==> src/rtl/wbuf_pkg.sv <==
`timescale 1ns/1ps
package wbuf_pkg;
  typedef enum logic [1:0] {
    OP_NOP = 2'b00,
    OP_RD  = 2'b01,
    OP_WR  = 2'b10,
    OP_RSV = 2'b11
  } colOpE;

  // strobes from control to datapath
  typedef struct packed {
    logic load;      // capture incoming write
    logic retire;    // commit pending entry
    logic rdOut;     // same-device read leaves the block next cycle
    logic mergeHit;  // read hits the pending entry
  } wbufStrbS;
endpackage

==> src/rtl/wbuf_ctrl.sv <==
`timescale 1ns/1ps
module wbuf_ctrl
  import wbuf_pkg::*;
(
  input  logic     clk,
  input  logic     rst,
  input  logic     cmdValid,
  input  colOpE    cmdOp,
  input  logic     sameDev,
  input  logic     addrMatch,
  output wbufStrbS strb,
  output logic     bufFull
);
  logic isRd;
  logic isWr;

  assign isRd = cmdValid && (cmdOp == OP_RD);
  assign isWr = cmdValid && (cmdOp == OP_WR);

  always_comb begin
    strb.load     = isWr && sameDev;
    // a same-device read blocks the retire; every other slot allows it
    strb.retire   = bufFull && cmdValid && !(isRd && sameDev);
    strb.rdOut    = isRd && sameDev;
    strb.mergeHit = isRd && sameDev && bufFull && addrMatch;
  end

  always_ff @(posedge clk) begin
    if (rst)            bufFull <= 1'b0;
    else if (strb.load) bufFull <= 1'b1;
    else if (strb.retire) bufFull <= 1'b0;
  end
endmodule

==> src/rtl/wbuf_datapath.sv <==
`timescale 1ns/1ps
module wbuf_datapath
  import wbuf_pkg::*;
#(
  parameter int BANK_W = 5,
  parameter int COL_W  = 6,
  parameter int BYTES  = 16,
  localparam int DATA_W = BYTES * 8
) (
  input  logic              clk,
  input  logic              rst,
  input  wbufStrbS          strb,
  input  logic [BANK_W-1:0] cmdBank,
  input  logic [COL_W-1:0]  cmdCol,
  input  logic [DATA_W-1:0] wrData,
  input  logic [BYTES-1:0]  wrMask,
  input  logic              maskEn,
  input  logic [DATA_W-1:0] coreRdData,
  output logic              addrMatch,
  output logic              retireValid,
  output logic [BANK_W-1:0] retireBank,
  output logic [COL_W-1:0]  retireCol,
  output logic [DATA_W-1:0] retireData,
  output logic [BYTES-1:0]  retireMask,
  output logic              rdValid,
  output logic [DATA_W-1:0] rdData
);
  logic [BANK_W-1:0] entBank;
  logic [COL_W-1:0]  entCol;
  logic [DATA_W-1:0] entData;
  logic [BYTES-1:0]  entMask;
  logic [DATA_W-1:0] mergedData;

  assign addrMatch = (entBank == cmdBank) && (entCol == cmdCol);

  for (genvar b = 0; b < BYTES; b++) begin : g_merge
    assign mergedData[b*8 +: 8] = (strb.mergeHit && entMask[b])
                                  ? entData[b*8 +: 8]
                                  : coreRdData[b*8 +: 8];
  end

  // entry payload: no reset needed, qualified by the control's full flag
  always_ff @(posedge clk) begin
    if (strb.load) begin
      entBank <= cmdBank;
      entCol  <= cmdCol;
      entData <= wrData;
      entMask <= maskEn ? wrMask : '1;
    end
    if (strb.retire) begin
      retireBank <= entBank;
      retireCol  <= entCol;
      retireData <= entData;
      retireMask <= entMask;
    end
    if (strb.rdOut) rdData <= mergedData;
  end

  always_ff @(posedge clk) begin
    if (rst) begin
      retireValid <= 1'b0;
      rdValid     <= 1'b0;
    end else begin
      retireValid <= strb.retire;
      rdValid     <= strb.rdOut;
    end
  end
endmodule

==> src/rtl/wbuf_top.sv <==
`timescale 1ns/1ps
module wbuf_top
  import wbuf_pkg::*;
#(
  parameter int BANK_W = 5,
  parameter int COL_W  = 6,
  parameter int BYTES  = 16,
  localparam int DATA_W = BYTES * 8
) (
  input  logic              clk,
  input  logic              rst,
  input  logic              cmdValid,
  input  logic [1:0]        cmdOp,
  input  logic              sameDev,
  input  logic [BANK_W-1:0] cmdBank,
  input  logic [COL_W-1:0]  cmdCol,
  input  logic [DATA_W-1:0] wrData,
  input  logic [BYTES-1:0]  wrMask,
  input  logic              maskEn,
  input  logic [DATA_W-1:0] coreRdData,
  output logic              retireValid,
  output logic [BANK_W-1:0] retireBank,
  output logic [COL_W-1:0]  retireCol,
  output logic [DATA_W-1:0] retireData,
  output logic [BYTES-1:0]  retireMask,
  output logic              rdValid,
  output logic [DATA_W-1:0] rdData
);
  wbufStrbS strb;
  logic     bufFull;
  logic     addrMatch;

  wbuf_ctrl i_ctrl (
    .clk      (clk),
    .rst      (rst),
    .cmdValid (cmdValid),
    .cmdOp    (colOpE'(cmdOp)),
    .sameDev  (sameDev),
    .addrMatch(addrMatch),
    .strb     (strb),
    .bufFull  (bufFull)
  );

  wbuf_datapath #(.BANK_W(BANK_W), .COL_W(COL_W), .BYTES(BYTES)) i_dp (
    .clk        (clk),
    .rst        (rst),
    .strb       (strb),
    .cmdBank    (cmdBank),
    .cmdCol     (cmdCol),
    .wrData     (wrData),
    .wrMask     (wrMask),
    .maskEn     (maskEn),
    .coreRdData (coreRdData),
    .addrMatch  (addrMatch),
    .retireValid(retireValid),
    .retireBank (retireBank),
    .retireCol  (retireCol),
    .retireData (retireData),
    .retireMask (retireMask),
    .rdValid    (rdValid),
    .rdData     (rdData)
  );
endmodule

==> config.mk <==
export PLATFORM = sky130hd
export DESIGN_NAME = wbuf_top
export DESIGN_NICKNAME = d
export VERILOG_FILES = /design/src/rtl/wbuf_pkg.sv /design/src/rtl/wbuf_ctrl.sv /design/src/rtl/wbuf_datapath.sv /design/src/rtl/wbuf_top.sv
export SDC_FILE = /design/constraint.sdc
export NUM_CORES = 1
export LEC_CHECK = 0
export CAP_MARGIN = 20
export CORE_AREA = 2 2 225 227
export CTS_BUF_LIST = sky130_fd_sc_hd__clkbuf_16
export DETAILED_ROUTE_END_ITERATION = 12
export DIE_AREA = 0 0 227 229
export HOLD_SLACK_MARGIN = 0.06
export SLEW_MARGIN = 20
export SYNTH_ARGS = -nofsm -noshare
export SYNTH_HDL_FRONTEND = slang
export SYNTH_SLANG_ARGS = --single-unit
==> constraint.sdc <==
create_clock -name clk -period 19.86 [get_ports clk]
set_clock_uncertainty 0.2 [all_clocks]
set_input_delay 5.958 -clock clk [delete_from_list [all_inputs] [get_ports clk]]
set_output_delay 5.958 -clock clk [all_outputs]
set_load 0.03 [all_outputs]
# Word-level counts from Yosys, hierarchy flattened
# Cells that the tools add are included.
[totals]
register_bits = 441
[classes]
n_eq_ne = 4
mux = 18
reduce_logical = 27
[op_table]
columns = ["cell", "count"]
rows = [
  ["8-bit two-way mux", 16],
  ["1-bit logical AND", 25],
  ["6-bit == test", 1],
  ["5-bit == test", 1],
  ["2-bit by 1-bit == test with 1-bit output, second input constant", 1],
  ["2-bit == test, second input constant", 1],
  ["1-bit two-way mux", 2],
  ["2-bit nonzero test", 1],
  ["1-bit logical NOT", 1],
]

# Depth between registers and ports, before layout
# Gate-level depths: netlist of the first run.
[logic_depth]
depth_word = 7
mapped_depth = 7
mapped_depth_nobuf = 5

# By module
# Synthesis of the first run repeated with hierarchy kept, for this count alone.
[hier_totals]
hier_cells = 631
area_unflattened_um2 = 15064.4
[modules_own_cells]
columns = ["module", "n_inst", "cells_each", "area_per_inst_um2"]
rows = [
  ["wbuf_datapath", 1, 620, 14973.1],
  ["wbuf_ctrl", 1, 11, 91.3],
]

# Worst setup path after synthesis of the first run
# OpenSTA, ideal clock, no wires.
[synth_timing]
kind = "input to register"
start = "input port cmdOp[1]"
end = "register i_dp.retireBank[0], enable pin"
setup_ns = 0.535
t_arrival_ns = 9.741
required_time_ns = 19.125
setup_slack_ns = 9.385
cell_stages = 2
n_path_buf = 0
cell_sequence = "nand4b_2 > and3_1"
[synth_lines]
columns = ["item", "line", "text"]
rows = [
  ["start: declaration", "wbuf_top.sv:13", "input logic [1:0] cmdOp,"],
  ["end signal: assignment", "wbuf_datapath.sv:51", "retireBank <= entBank;"],
  ["end: declaration", "wbuf_datapath.sv:21", "output logic [BANK_W-1:0] retireBank,"],
]

# Worst setup path after layout of the first run
[layout_timing]
start = "input port cmdCol[5]"
end = "register i_dp.rdData[114] (data pin)"
[layout_via]
elab_chain_cells = 5
[layout_lines]
columns = ["item", "line", "text"]
rows = [
  ["start: declaration", "wbuf_top.sv:16", "input logic [COL_W-1:0] cmdCol,"],
  ["6-bit == test", "wbuf_datapath.sv:34", "assign addrMatch = (entBank == cmdBank) && (entCol == cmdCol);"],
  ["1-bit logical AND", "wbuf_datapath.sv:34", ""],
  ["1-bit logical AND", "wbuf_ctrl.sv:25", "strb.mergeHit = isRd && sameDev && bufFull && addrMatch;"],
  ["1-bit logical AND", "wbuf_datapath.sv:37", "assign mergedData[b*8 +: 8] = (strb.mergeHit && entMask[b])"],
  ["8-bit two-way mux", "wbuf_datapath.sv:38", "? entData[b*8 +: 8]"],
  ["net i_dp.mergedData[114]", "wbuf_datapath.sv:32", "logic [DATA_W-1:0] mergedData;"],
  ["end signal: assignment", "wbuf_datapath.sv:56", "if (strb.rdOut) rdData <= mergedData;"],
  ["end: declaration", "wbuf_datapath.sv:26", "output logic [DATA_W-1:0] rdData"],
]
# The timed path passes the listed nets, and every way through them passes these cells.
# A chain may end at the register's enable or synchronous reset.

==> results.sh, run 1 <==
export IMPL_status="completed"
export IMPL_finish_net_count=1549
export IMPL_share_of_the_synthesized_area_in_compound_gates_ao_oa_aoi_oai_pct=0.282
export IMPL_clock_tree_buffer_depth=3
export IMPL_groute_usage_overall_pct=16.8
export IMPL_grt_start_max_net_pins=70
export IMPL_syn_mean_instance_area_um2=24.6
export IMPL_yosys_register_bits=441
export IMPL_timing_worst_setup_path_type="input port to flop"
export IMPL_ff_latch_area_um2=13200
export IMPL_floorplan_initialDensity_pct=31.3
export IMPL_cts_post_setup_buffers_inserted=0
export IMPL_post_route_drc_count=0
export IMPL_fraction_of_the_mapped_netlist_area_in_simple_logic_gates_pct=2.63
export IMPL_worstMarginPinSlew_ns=1.05
export IMPL_synthAdderAreaFrac_pct=0
export IMPL_core_area_um2=49700
export IMPL_async_reset_ff_share_pct=0
export IMPL_drt_wl_total_um=44700
export IMPL_ys_flop_type="sky130_fd_sc_hd__edfxtp_1"
export IMPL_sum_of_overflow_across_all_layers_after_global_routing=0
export IMPL_wire_length_of_the_first_global_routing_pass_um=62600
export IMPL_post_dp_hpwl_um=32500
export IMPL_unrepaired_setup_endpoints_after_global_routing="false"
export IMPL_worst_hold_path_type="flop to flop"
export IMPL_synth_enable_flop_cells=438
export IMPL_tritoncts="done"
export IMPL_setup_violations=0
export IMPL_cts_made_buffers=48
export IMPL_finalWeightedCongestion=0.787
export IMPL_netlist_instances=633
export IMPL_clkTransAtPathRegs_ns=0.07
export IMPL_synth_xor_xnor_area_share_pct=0.451
export IMPL_core_rowCount=82
export IMPL_finish_instance_area_um2=23600
export IMPL_post_drt_wl_per_cell_um=22.7
export IMPL_timing_hold_worst_path_depth=0
export IMPL_cp_start_kind="input port"
export IMPL_clock_sinks=441
export IMPL_number_of_maximum_capacitance_violations=0
export IMPL_power_static_leakage_uw=0.00816
export IMPL_cts_hold_buffers_added=0
export IMPL_chipHeight_um=229
export IMPL_synth_top_family_by_area="multiplexers"
export IMPL_filler_cell_count=4246
export IMPL_multi_input_comb_area_um2=2270
export IMPL_required_time_at_the_worst_slack_endpoint_ns=19.97
export IMPL_layout_drive_gt1_share_pct=16.9
export IMPL_syn_nets=923
export IMPL_power_per_cell_area_nw_per_um2=85.7
export IMPL_synth_cell_area_um2=15500
export IMPL_timing_final_crit_share_pct=43.9
export IMPL_root_driver="sky130_fd_sc_hd__clkbuf_16"
export IMPL_worstSkewPairLatency_ns=0.56
export IMPL_place_inst=1881
export IMPL_areaGrowthSynthToFinish_pct=51.9
export IMPL_met2WireLength_um=21800
export IMPL_critPathArrivalTime_ns=8.82
export IMPL_wire_length_the_detailed_router_placed_on_met1_um=16500
export IMPL_critical_path_max_fanout=9
export IMPL_worst_ir_drop_vdd_mv=0.0511
export IMPL_final_setup_tns_ns=0
export IMPL_detailroute_via_count=8525
export IMPL_r2r_worst_path_cells=6
export IMPL_timing_hold_ws_ns=0.240
export IMPL_path_cells="clkdlybuf4s50_1 -> xnor2_1 -> nand3_1 -> a211oi_4 -> buf_4 -> nand3_2 -> mux2_2"
export IMPL_setup_worst_path_end_class="flop"
export IMPL_final_max_slew_violation_count=0
export IMPL_warnings_synthesis=0
export IMPL_cp_slowest_cell="sky130_fd_sc_hd__a211oi_4"
export IMPL_layout_cells_non_filler=1970
export IMPL_synth_lib_cells_used_distinct=26
export IMPL_cts_htree_levels=2
export IMPL_largest_incremental_delay_on_the_critical_path_ns=0.71
export IMPL_multiplexer_fraction_of_the_synthesized_cell_area_pct=11.2
export IMPL_grt_pass1_vias=9077
export IMPL_postCtsResizedCells=0
export IMPL_firstDrtPassIters=6
export IMPL_met3RoutedLength_um=5360
export IMPL_dpl_instance_area_um2=22100
export IMPL_fmax_mhz=115
export IMPL_post_drt_via_cell_ratio=4.33
export IMPL_drt_iter0_markers=363
export IMPL_grt_antenna_before_repair=10
export IMPL_sequential_share_of_the_synthesized_area_pct=85.0
export IMPL_finalCriticalPeriod_ns=8.71
export IMPL_drt_antenna_violating_nets=0
export IMPL_top_layer="met5"
export IMPL_place_port_buffers=574
export IMPL_slew_headroom_pct=29.6
export IMPL_die_width_um=227
export IMPL_num_io_pins=575
export IMPL_finalHoldViolations=0
export IMPL_die_area_um2=52000
[worst max-delay path: cells and delay by family]
kind	cells	cell delay [ns]
xor gates and xnor gates	1	0.36
buffers and inverters	2	0.88
and+or+nand+nor	2	0.52
muxes	1	0.37
AOI/OAI and AO/OA	1	0.71
[sequential cells by signal, indices dropped and copies added (netlist names)]
name	cells
i_dp.retireMask	16
i_dp.rdData	128
i_dp.retireValid	1
i_dp.entMask	16
i_dp.retireBank	5
i_dp.rdValid	1
i_ctrl.bufFull	1
i_dp.entData	128
i_dp.entBank	5
i_dp.entCol	6
i_dp.retireCol	6
i_dp.retireData	128
[cell type report]
cell class | instances | area share [%]
multi-input combinational | 184 | 9.63
inverter | 4 | 0.0848
sequential | 441 | 56.0
clock buffer | 49 | 5.19
tap | 672 | 3.56
clock inverter | 36 | 1.01
antenna | 4 | 0.0424
timing repair buffer | 580 | 24.5
[synthesized netlist by cell type, types with 2 or more instances]
master                     count  area, um2
sky130_fd_sc_hd__xnor2_1       3       26.3
sky130_fd_sc_hd__and4b_1       2       20.0
sky130_fd_sc_hd__xor2_1        5       43.8
sky130_fd_sc_hd__mux2_4       80       1200
sky130_fd_sc_hd__nand3_2       6       60.1
sky130_fd_sc_hd__buf_12        2       40.0
sky130_fd_sc_hd__mux2_2       48        541
sky130_fd_sc_hd__edfxtp_1    438      13200
sky130_fd_sc_hd__nor2_1        3       11.3
sky130_fd_sc_hd__nand2b_1     16        100
sky130_fd_sc_hd__dfxtp_1       3       60.1
sky130_fd_sc_hd__inv_1         4       15.0
sky130_fd_sc_hd__nand3_4      10        175
[report_power, final]
group	switching (uW)	internal (uW)	total, uW	leakage [uW]
combinational	52.0	82.0	134	0.00339
sequential	8.96	1050	1050	0.00401
clock	352	483	836	0.000763
[placed cells by master, fill, tap and decap left out, drive strengths merged, types with 2 or more instances in the layout]
master           n
clkdlybuf4s50  574
edfxtp         438
mux2           128
and4b            2
xnor2            3
nand2b          16
clkbuf          49
nor2             3
xor2             5
nand3           17
buf              6
diode            4
clkinv          19
inv             17
dfxtp            3
bufinv           3
[metrics by stage]
| step | setup WS [ns] | utilization (%) | power [uW] |
|---|---|---|---|
| 6_report | 11.15 | 47.6 | 2020 |
| 5_1_grt | 11.01 | 47.5 | 2090 |
| 4_1_cts | 11.06 | 47.5 | 2050 |
| 3_5_place_dp | 10.44 | 44.6 | 1210 |
| 3_3_place_gp | 10.51 | 44.6 | 1210 |
| 2_1_floorplan | 9.38 | - | 1120 |
[routing by layer]
metal  up-vias  track usage [%]
met5         -                0
met4        14             4.66
met3        68             7.97
met2       404             28.2
met1      4224             19.1
li1       3815                -
[cell families after synthesis]
family	count (synthesis)
multiplexers	128
AO/OA/AOI/OAI	5
AND/OR/NAND/NOR	43
buffers and inverters	8
flip-flops	441
XOR/XNOR	8
[final timing paths]
path	end	from	slack (ns)
hold / removal	i_dp.retireData[108]$_DFFE_PP_	i_dp.entData[108]$_DFFE_PP_	0.24
hold reg to reg	i_dp.retireData[108]$_DFFE_PP_	i_dp.entData[108]$_DFFE_PP_	0.24
setup reg to reg	i_dp.rdData[114]$_DFFE_PN_	i_dp.entCol[5]$_DFFE_PP_	16.59
setup / recovery	i_dp.rdData[114]$_DFFE_PN_	cmdCol[5]	11.15
Note: power is estimated with default switching activity, not from simulation.
==> inputs of run 2 (changes only) <==
CORE_AREA = 2 2 221 223   (was 2 2 225 227)
DIE_AREA = 0 0 223 225   (was 0 0 227 229)
clock period = 8.8 ns   (was 19.86 ns; I/O delays follow)
==> results.sh, run 2 (synthesized netlist as in run 1, its figures left out) <==
export IMPL_power_static_leakage_uw=0.00815
export IMPL_fmax_mhz=191
export IMPL_place_port_buffers=574
export IMPL_wire_length_of_the_first_global_routing_pass_um=61500
export IMPL_detailroute_via_count=8543
export IMPL_drt_iter0_markers=388
export IMPL_slew_headroom_pct=34.3
export IMPL_finalWeightedCongestion=0.782
export IMPL_core_rowCount=80
export IMPL_finish_net_count=1550
export IMPL_grt_antenna_before_repair=9
export IMPL_cts_post_setup_buffers_inserted=0
export IMPL_mostFrequentLayoutCell="sky130_fd_sc_hd__clkdlybuf4s50_1"
export IMPL_status="completed"
export IMPL_core_area_um2=47500
export IMPL_worstSkewPairLatency_ns=0.56
export IMPL_setup_ws_ns=3.56
export IMPL_finalCriticalPeriod_ns=5.24
export IMPL_post_route_drc_count=0
export IMPL_unrepaired_setup_endpoints_after_global_routing="false"
export IMPL_number_of_maximum_capacitance_violations=0
export IMPL_finalHoldViolations=0
export IMPL_floorplan_initialDensity_pct=32.7
export IMPL_post_drt_via_cell_ratio=4.47
export IMPL_wire_length_the_detailed_router_placed_on_met1_um=15800
export IMPL_required_time_at_the_worst_slack_endpoint_ns=8.91
export IMPL_final_setup_tns_ns=0
export IMPL_die_area_um2=50200
export IMPL_groute_usage_overall_pct=17.0
export IMPL_met2WireLength_um=20800
export IMPL_chipHeight_um=225
export IMPL_cts_htree_levels=2
export IMPL_largestRegisters="i_dp.entData: 128 flops, i_dp.rdData: 128 flops, i_dp.retireData: 128 flops"
export IMPL_tritoncts="done"
export IMPL_critPathArrivalTime_ns=5.35
export IMPL_clock_tree_buffer_depth=3
export IMPL_num_io_pins=575
export IMPL_post_drt_wl_per_cell_um=22.8
export IMPL_final_max_slew_violation_count=0
export IMPL_worstMarginPinSlew_ns=0.986
export IMPL_layout_common_cells="sky130_fd_sc_hd__clkdlybuf4s50_1 (574), sky130_fd_sc_hd__edfxtp_1 (438), sky130_fd_sc_hd__mux2_4 (80)"
export IMPL_clock_sinks=441
export IMPL_grt_start_max_net_pins=89
export IMPL_drt_wl_total_um=43700
export IMPL_clkTransAtPathRegs_ns=0.06
export IMPL_layout_drive_gt1_share_pct=16.6
export IMPL_layout_core_utilization_pct=49.5
export IMPL_postCtsResizedCells=0
export IMPL_grt_pass1_vias=9034
export IMPL_power_per_cell_area_nw_per_um2=192
export IMPL_drt_antenna_violating_nets=0
export IMPL_met3RoutedLength_um=5790
export IMPL_timing_final_crit_share_pct=59.6
export IMPL_post_dp_hpwl_um=31700
export IMPL_critical_path_max_fanout=16
export IMPL_cp_start_kind="input port"
export IMPL_post_place_ws_ns=2.91
export IMPL_cts_hold_buffers_added=0
export IMPL_firstDrtPassIters=7
export IMPL_worst_ir_drop_vdd_mv=0.148
export IMPL_worst_hold_path_type="flop to flop"
export IMPL_top_layer="met5"
export IMPL_cts_made_buffers=48
export IMPL_areaGrowthSynthToFinish_pct=51.5
export IMPL_root_driver="sky130_fd_sc_hd__clkbuf_16"
export IMPL_setup_violations=0
export IMPL_die_width_um=223
export IMPL_timing_worst_setup_path_type="input port to flop"
export IMPL_sum_of_overflow_across_all_layers_after_global_routing=0
export IMPL_setup_worst_path_end_class="flop"
run 2: changes by cell type in the layout (fill, tap and decap cells not counted):
cell	change
sky130_fd_sc_hd__inv_6	-1
sky130_fd_sc_hd__clkinvlp_4	+1
sky130_fd_sc_hd__inv_1	+1
sky130_fd_sc_hd__inv_8	+1
sky130_fd_sc_hd__buf_12	+2
sky130_fd_sc_hd__bufinv_16	-1
sky130_fd_sc_hd__clkinv_2	-5
sky130_fd_sc_hd__clkinv_1	+4
sky130_fd_sc_hd__buf_4	-1
sky130_fd_sc_hd__diode_2	-2
run 2: cell type report:
type | count | area, um2
Inverter | 4 | 20.0
Clock buffer | 49 | 1230
Clock inverter | 36 | 211
Sequential cell | 441 | 13200
Antenna cell | 2 | 5.00
Tap cell | 615 | 769
Fill cell | 3939 | 24000
Timing Repair Buffer | 581 | 5820
Multi-Input combinational cell | 184 | 2270
run 2: where the power goes:
part	switching, uW	internal (uW)
registers	19.6	2360
logic	117	186
clock network	784	1060
total	920	3610
run 2: worst paths after layout:
kind                                    from                       endpoint  slack [ns]  depth (start not counted)
setup / recovery                    cmdValid      i_dp.rdData[93]$_DFFE_PN_        3.56                          6
hold / removal    i_dp.entData[26]$_DFFE_PP_  i_dp.retireData[26]$_DFFE_PP_        0.24                          0
setup reg to reg   i_dp.entBank[4]$_DFFE_PP_      i_dp.rdData[93]$_DFFE_PN_        5.83                          5
hold reg to reg   i_dp.entData[26]$_DFFE_PP_  i_dp.retireData[26]$_DFFE_PP_        0.24                          0
run 2: stage by stage:
| stage | hold WS, ns | cell area, um2 | total power [uW] | std cells |
|---|---|---|---|---|
| after CTS | 0.244 | 23500 | 4590 | 1910 |
| final | 0.244 | 23500 | 4530 | 1912 |
| after global routing | 0.248 | 23500 | 4680 | 1911 |
| after floorplan | 0.222 | 15500 | 2530 | 633 |
| after global placement | 0.227 | 22100 | 2720 | 1825 |
| after detailed placement | 0.230 | 22100 | 2730 | 1825 |
run 2: worst max-delay path, cell delays in order:
cell and delay (ns):
sky130_fd_sc_hd__clkdlybuf4s50_1 0.54, sky130_fd_sc_hd__nand4b_2 0.26, sky130_fd_sc_hd__nor4_1 0.22, sky130_fd_sc_hd__and4b_2 0.93, sky130_fd_sc_hd__nand3_2 0.38, sky130_fd_sc_hd__mux2_2 0.37
run 2: metal layers:
| layer | up-vias | GRT usage (%) |
|---|---|---|
| met2 | 438 | 27.9 |
| met1 | 4197 | 18.7 |
| met3 | 85 | 9.14 |
| met4 | 14 | 6.11 |
| li1 | 3809 | - |
| met5 | - | 0 |
